### src/rtl/clkdiv_pkg.sv
package clkdiv_pkg;
  localparam int CNT_W = 4;
  localparam int PH_W  = 4;
  localparam int CW    = (CNT_W > PH_W) ? CNT_W : PH_W;

  typedef struct packed {
    logic             byp;
    logic [PH_W-1:0]  ph;
    logic [CNT_W-1:0] hi;
    logic [CNT_W-1:0] lo;
  } div_cfg_t;

  localparam int CFG_W = $bits(div_cfg_t);
endpackage

### src/rtl/clkdiv_sync_ctrl.sv
module clkdiv_sync_ctrl #(
  parameter int STAGES = 2
) (
  input  logic clk_i,
  input  logic rst_ni,
  input  logic sync_ni,
  input  logic soft_sync_i,
  output logic sync_req_o
);
  logic [STAGES-1:0] pin_sr;
  logic [STAGES-1:0] soft_sr;

  always_ff @(posedge clk_i or negedge rst_ni) begin
    if (!rst_ni) begin
      pin_sr  <= '1;
      soft_sr <= '0;
    end else begin
      pin_sr  <= {pin_sr[STAGES-2:0], sync_ni};
      soft_sr <= {soft_sr[STAGES-2:0], soft_sync_i};
    end
  end

  assign sync_req_o = ~pin_sr[STAGES-1] | soft_sr[STAGES-1];
endmodule

### src/rtl/clkdiv_shadow.sv
module clkdiv_shadow
  import clkdiv_pkg::*;
#(
  parameter int NUM_DIV = 2
) (
  input  logic                    clk_i,
  input  logic                    rst_ni,
  input  logic                    load_i,
  input  div_cfg_t [NUM_DIV-1:0]  cfg_i,
  output div_cfg_t [NUM_DIV-1:0]  cfg_o
);
  always_ff @(posedge clk_i or negedge rst_ni) begin
    if (!rst_ni)     cfg_o <= '0;
    else if (load_i) cfg_o <= cfg_i;
  end
endmodule

### src/rtl/clkdiv_core.sv
module clkdiv_core
  import clkdiv_pkg::*;
(
  input  logic     clk_i,
  input  logic     rst_ni,
  input  logic     sync_req_i,
  input  div_cfg_t cfg_live_i,
  input  div_cfg_t cfg_run_i,
  output logic     div_q_o,
  output logic     div_o
);
  logic [CW-1:0] cnt_q;
  logic          out_q;
  logic          hold_q;

  always_ff @(posedge clk_i or negedge rst_ni) begin
    if (!rst_ni) begin
      out_q  <= 1'b0;
      cnt_q  <= '0;
      hold_q <= 1'b1;
    end else if (sync_req_i) begin
      out_q  <= 1'b0;
      cnt_q  <= CW'(cfg_live_i.ph);
      hold_q <= 1'b1;
    end else begin
      hold_q <= 1'b0;
      if (cnt_q != '0) begin
        cnt_q <= cnt_q - 1'b1;
      end else begin
        out_q <= ~out_q;
        // going high loads the high count, going low the low count
        cnt_q <= out_q ? CW'(cfg_run_i.lo) : CW'(cfg_run_i.hi);
      end
    end
  end

  assign div_q_o = out_q;
  assign div_o   = (cfg_run_i.byp && !hold_q) ? clk_i : out_q;
endmodule

### src/rtl/clkdiv_bank.sv
module clkdiv_bank
  import clkdiv_pkg::*;
#(
  parameter int NUM_DIV = 2
) (
  input  logic                     clk_i,
  input  logic                     rst_ni,
  input  logic                     sync_ni,
  input  logic                     soft_sync_i,
  input  logic [NUM_DIV*CNT_W-1:0] hi_cnt_i,
  input  logic [NUM_DIV*CNT_W-1:0] lo_cnt_i,
  input  logic [NUM_DIV*PH_W-1:0]  phase_i,
  input  logic [NUM_DIV-1:0]       bypass_i,
  output logic [NUM_DIV-1:0]       div_o
);
  logic                   sync_req;
  div_cfg_t [NUM_DIV-1:0] cfg_live;
  div_cfg_t [NUM_DIV-1:0] shadow;
  logic [NUM_DIV-1:0]     div_q;

  clkdiv_sync_ctrl #(.STAGES(2)) i_sync (
    .clk_i       (clk_i),
    .rst_ni      (rst_ni),
    .sync_ni     (sync_ni),
    .soft_sync_i (soft_sync_i),
    .sync_req_o  (sync_req)
  );

  clkdiv_shadow #(.NUM_DIV(NUM_DIV)) i_shadow (
    .clk_i  (clk_i),
    .rst_ni (rst_ni),
    .load_i (sync_req),
    .cfg_i  (cfg_live),
    .cfg_o  (shadow)
  );

  for (genvar i = 0; i < NUM_DIV; i++) begin : g_div
    assign cfg_live[i].byp = bypass_i[i];
    assign cfg_live[i].ph  = phase_i[i*PH_W +: PH_W];
    assign cfg_live[i].hi  = hi_cnt_i[i*CNT_W +: CNT_W];
    assign cfg_live[i].lo  = lo_cnt_i[i*CNT_W +: CNT_W];

    clkdiv_core i_core (
      .clk_i      (clk_i),
      .rst_ni     (rst_ni),
      .sync_req_i (sync_req),
      .cfg_live_i (cfg_live[i]),
      .cfg_run_i  (shadow[i]),
      .div_q_o    (div_q[i]),
      .div_o      (div_o[i])
    );
  end
endmodule

### config.mk
export PLATFORM = sky130hd
export DESIGN_NAME = clkdiv_bank
export DESIGN_NICKNAME = d
export VERILOG_FILES = /design/src/rtl/clkdiv_pkg.sv /design/src/rtl/clkdiv_sync_ctrl.sv /design/src/rtl/clkdiv_shadow.sv /design/src/rtl/clkdiv_core.sv /design/src/rtl/clkdiv_bank.sv
export SDC_FILE = /design/constraint.sdc
export NUM_CORES = 1
export LEC_CHECK = 0
export BUFFER_PORTS_ARGS = -buffer_cell sky130_fd_sc_hd__buf_2
export CAP_MARGIN = 20
export CORE_AREA = 2 2 59 61
export DETAILED_ROUTE_END_ITERATION = 6
export DIE_AREA = 0 0 61 63
export PLACE_DENSITY = 0.71
export RECOVER_POWER = 100
export SETUP_SLACK_MARGIN = 0.3
export SKIP_LAST_GASP = 1
export SLEW_MARGIN = 20
export SYNTH_ARGS = -nofsm -noshare
export SYNTH_HDL_FRONTEND = slang
export SYNTH_SLANG_ARGS = --single-unit
### constraint.sdc
create_clock -name clk_i -period 2.4 [get_ports clk_i]
set_input_delay 0 -clock clk_i [delete_from_list [all_inputs] [get_ports clk_i]]
set_output_delay 0 -clock clk_i [all_outputs]
set_load 0.05 [all_outputs]
# Word-level counts from Yosys, hierarchy flattened
# Cells that the tools add are included.
[op_classes]
muxes = 13
n_bitwise = 4
n_reduce_logical = 5
add_sub_neg = 2
eq_ne = 2
[op_table]
columns = ["op", "count"]
rows = [
  ["$mux W4", 6],
  ["$reduce_bool A4 Y1", 2],
  ["$sub A4 B1 Y4 const B", 2],
  ["$mux W1", 7],
  ["$not A1 Y1", 3],
  ["$logic_and A1 B1 Y1", 2],
  ["$ne A2 B1 Y1 const B", 1],
  ["$ne A2 B2 Y1 const B", 1],
  ["$logic_not A1 Y1", 1],
  ["$or A1 B1 Y1", 1],
]
[totals]
elab_cells = 39
ff_bits = 33
out_inout_bits = 2
input_bits = 30

# Logic depth before layout (Yosys ltp)
[logic_depth]
word_depth = 3
ltp_mapped = 6
mapped_depth_nobuf = 5

# Modules after synthesis
# From an unflattened synthesis, not the netlist that was laid out.
[hier_totals]
hier_cells = 136
area_unflattened_um2 = 1954.4
[modules_own_cells]
columns = ["module", "n_inst", "area_each_um2", "seq_area_each_um2", "cells_each"]
rows = [
  ["clkdiv_shadow", 1, 1069.8, 650.6, 55],
  ["clkdiv_core", 2, 387.9, 151.4, 38],
  ["clkdiv_sync_ctrl", 1, 108.9, 102.6, 5],
]

==> results by group <==
Run status
  – Failing checks: capacitance limit, slew limit
  – Outcome: finished with violations

Drt
  – Vias per inst: 4.60
  – Vias: 1223
  – Final WL: 3070 microns
  – Routed WL per cell: between 10 and 15 microns
  – Post-DRT Antenna Nets: 0
  – Drt pass-1 iters: 5
  – Post-route DRC: 0
  – DR iter-0 viols: 28

Synth
  – Synthesized Nets: 189
  – Sequential share of the synthesized area: 53.2%
  – Top post-synthesis cells by area: dfrtp_1 48%, nand2_1 14%, dfstp_2 5.1%
  – Yosys Warn Count: 0
  – Post-synth EDFFs: 0
  – Mapped Area: 1560 sq um
  – Post-synth top area cell: dfrtp_1
  – Netlist cell types: 24
  – Async S/R FF share, synth: 100%
  – Most used DFF post-synth: dfrtp_1
  – Yosys top cell area share: 48.2%
  – Syn avg cell area: between 9 and 10 sq um
  – Seq cells post-synth: 33
  – Post-synthesis instance total: 157

Cells and area
  – Area occupied by multi-input gates: ~620 sq um
  – Area growth syn-to-layout: 33.9%
  – # fillers: ~280
  – Fin nets: 251
  – N_diodes: 0
  – Layout cells sized above 1: between 20% and 30%
  – Register area: just over 800 sq um

Timing
  – Setup TNS: 0 ps
  – Slew headroom: -14.3%
  – Endpoints failing setup: 0
  – RSZ-0062 raised after global routing: no
  – Final WS setup: 413 ps
  – Layout Skew: just under 20 ps
  – Final Max Tran Viols: 34
  – Final Hold Fails: 0
  – Worst Max-Slew Pin Slew: 1710 ps

Floorplan
  – Io pins: 32
  – Chip Height: ~63 microns
  – Die X: 61 microns
  – Die area: 3840 sq um
  – Initial Utilization: 48.2%
  – Row cnt: 21
  – Core Box Area: 3230 sq um

CTS
  – CTS tree: done
  – CTS resizes: 0
  – Postcts setup bufs: 0
  – Clock latency on the worst-skew pair: 450 ps
  – Worst-path clk slew: 90 ps
  – Hold buffers post-CTS: 29

Power
  – Comb pwr share: 13.7%
  – Leak: 1.02 nW
  – Total power: 1.37 mW
  – Maximum VDD drop: 0.445 mV
  – Clock share of power: 40.4%
  – Switching Fraction: 24.3%
  – Sw power: 0.333 mW
  – Power per cell area: 655 nW/um^2
  – Sequential power share: between 40% and 50%
  – Pint: 1.03 mW

Flow run
  – Max-cap violations: 1

Worst setup path
  – Critical-path maximum fanout: 2
  – Worst EP arrival: about 2000 ps
  – CP Class: clock port to output pin
  – Crit path capture type: output pin
  – WP data required: approximately 2400 ps
  – Critical path launch point type: clock port

Place
  – Placer congestion estimate: about 0.76
  – Setup WS pre-CTS: ~760 ps
  – HPWL after DPL: between 1500 and 2000 microns
  – Port Buffer Count: 31

Global routing
  – Largest net degree at the start of global routing: 34
  – Grt ovf: 0
  – Total Routing Usage GR: 19.4%
  – Number of antenna violations at the first check in global routing: 0
  – Vias in the first global route: 1279
  – First-pass GRT wire length: 5270 microns

Hold path
  – Worst Hold Class: input port to flop
==> synth_stat cells, types with 3 or more instances <==
cell,count
buf_6,3
o21ai_1,4
dfstp_2,3
nor2b_1,4
inv_1,4
mux2_2,6
nor2_1,8
mux2i_1,6
nand2_1,58
buf_2,5
dfrtp_1,30
a21oi_1,4
mux2_4,4
==> critical path: stages <==
cell and delay, ps:
clkbuf_4 120, clkbuf_4 120, mux2_2 260, clkbuf_1 290
==> cell type report <==
type | instances | area share (%)
clock inverter | 1 | 1.44
tap | 46 | 2.76
multi-input combinational | 109 | 29.8
clock buffer | 13 | 4.43
sequential | 33 | 39.7
timing repair buffer | 59 | 21.0
inverter | 5 | 0.899
==> final timing paths <==
kind / to / depth (start not counted) / slack, ps / start
min in group asynchronous: i_shadow.cfg_o[7] / 2 / 520 / rst_ni
max in group asynchronous: i_shadow.cfg_o[15] / 2 / 880 / rst_ni
hold reg to reg: i_sync.soft_sr[1] / 0 / 360 / i_sync.soft_sr[0]
setup / recovery: div_o[0] / 4 / 410 / clk_i
setup reg to reg: g_div[0].i_core.cnt_q[1] / 5 / 590 / g_div[0].i_core.cnt_q[0]
hold / removal: i_sync.pin_sr[0] / 2 / 210 / sync_ni
==> state kept, by name, summed over array words and instances, names as in the netlist <==
name,count
g_div.i_core.cnt_q,8
g_div.i_core.div_q_o,2
g_div.i_core.hold_q,1
i_shadow.cfg_o,18
i_sync.pin_sr,2
i_sync.soft_sr,2
==> cell families after synthesis <==
kind of cell,count (synthesis),share of synthesized area [%]
xor+xnor,2,1.12
flops,33,53.2
mux,16,12.0
buf+inv,15,5.94
fa+ha+maj,2,1.60
compound gates,12,4.01
simple gates,77,22.1
==> layout by cell type (no fill, tap or decap), types with 2 or more instances in the layout <==
cell type / instances
dfrtp_1: 30
dlygate4sd3_1: 29
o21ai_0: 5
xnor2_1: 2
nand2_1: 58
nor2b_1: 4
nor3_1: 2
inv_1: 5
ha_1: 2
mux2_4: 3
a31oi_1: 2
mux2_2: 6
dfstp_2: 3
a21oi_1: 4
clkbuf_1: 5
mux2i_1: 6
buf_2: 28
clkbuf_4: 9
nor2_1: 8
==> power by group through the flow <==
stage | combinational [mW] | clock [mW] | sequential (mW)
2_1_floorplan | 0.110 | 0.0326 | 0.632
3_3_place_gp | 0.149 | 0.0291 | 0.638
3_5_place_dp | 0.156 | 0.0291 | 0.641
4_1_cts | 0.192 | 0.572 | 0.629
5_1_grt | 0.213 | 0.595 | 0.634
6_report | 0.187 | 0.552 | 0.628
==> per-layer routing <==
metal,track usage (%),up-vias,routed length (microns)
met3,8.28,11,136
met1,22.8,556,1390
met2,28.4,35,1450
met5,0,-,0
met4,12.2,0,89
li1,-,621,-
==> stage by stage <==
step | util (%) | hold slack (ps) | cells | area, sq um
6_report | 64.6 | 210 | 266 | 2090
5_1_grt | 64.6 | 193 | 266 | 2090
4_1_cts | 65.3 | 142 | 266 | 2110
3_5_place_dp | 52.8 | 99.2 | 225 | 1710
3_3_place_gp | 52.8 | 81.2 | 225 | 1710
2_1_floorplan | - | -296 | 157 | 1560
Note: power is estimated with default switching activity, not from simulation.
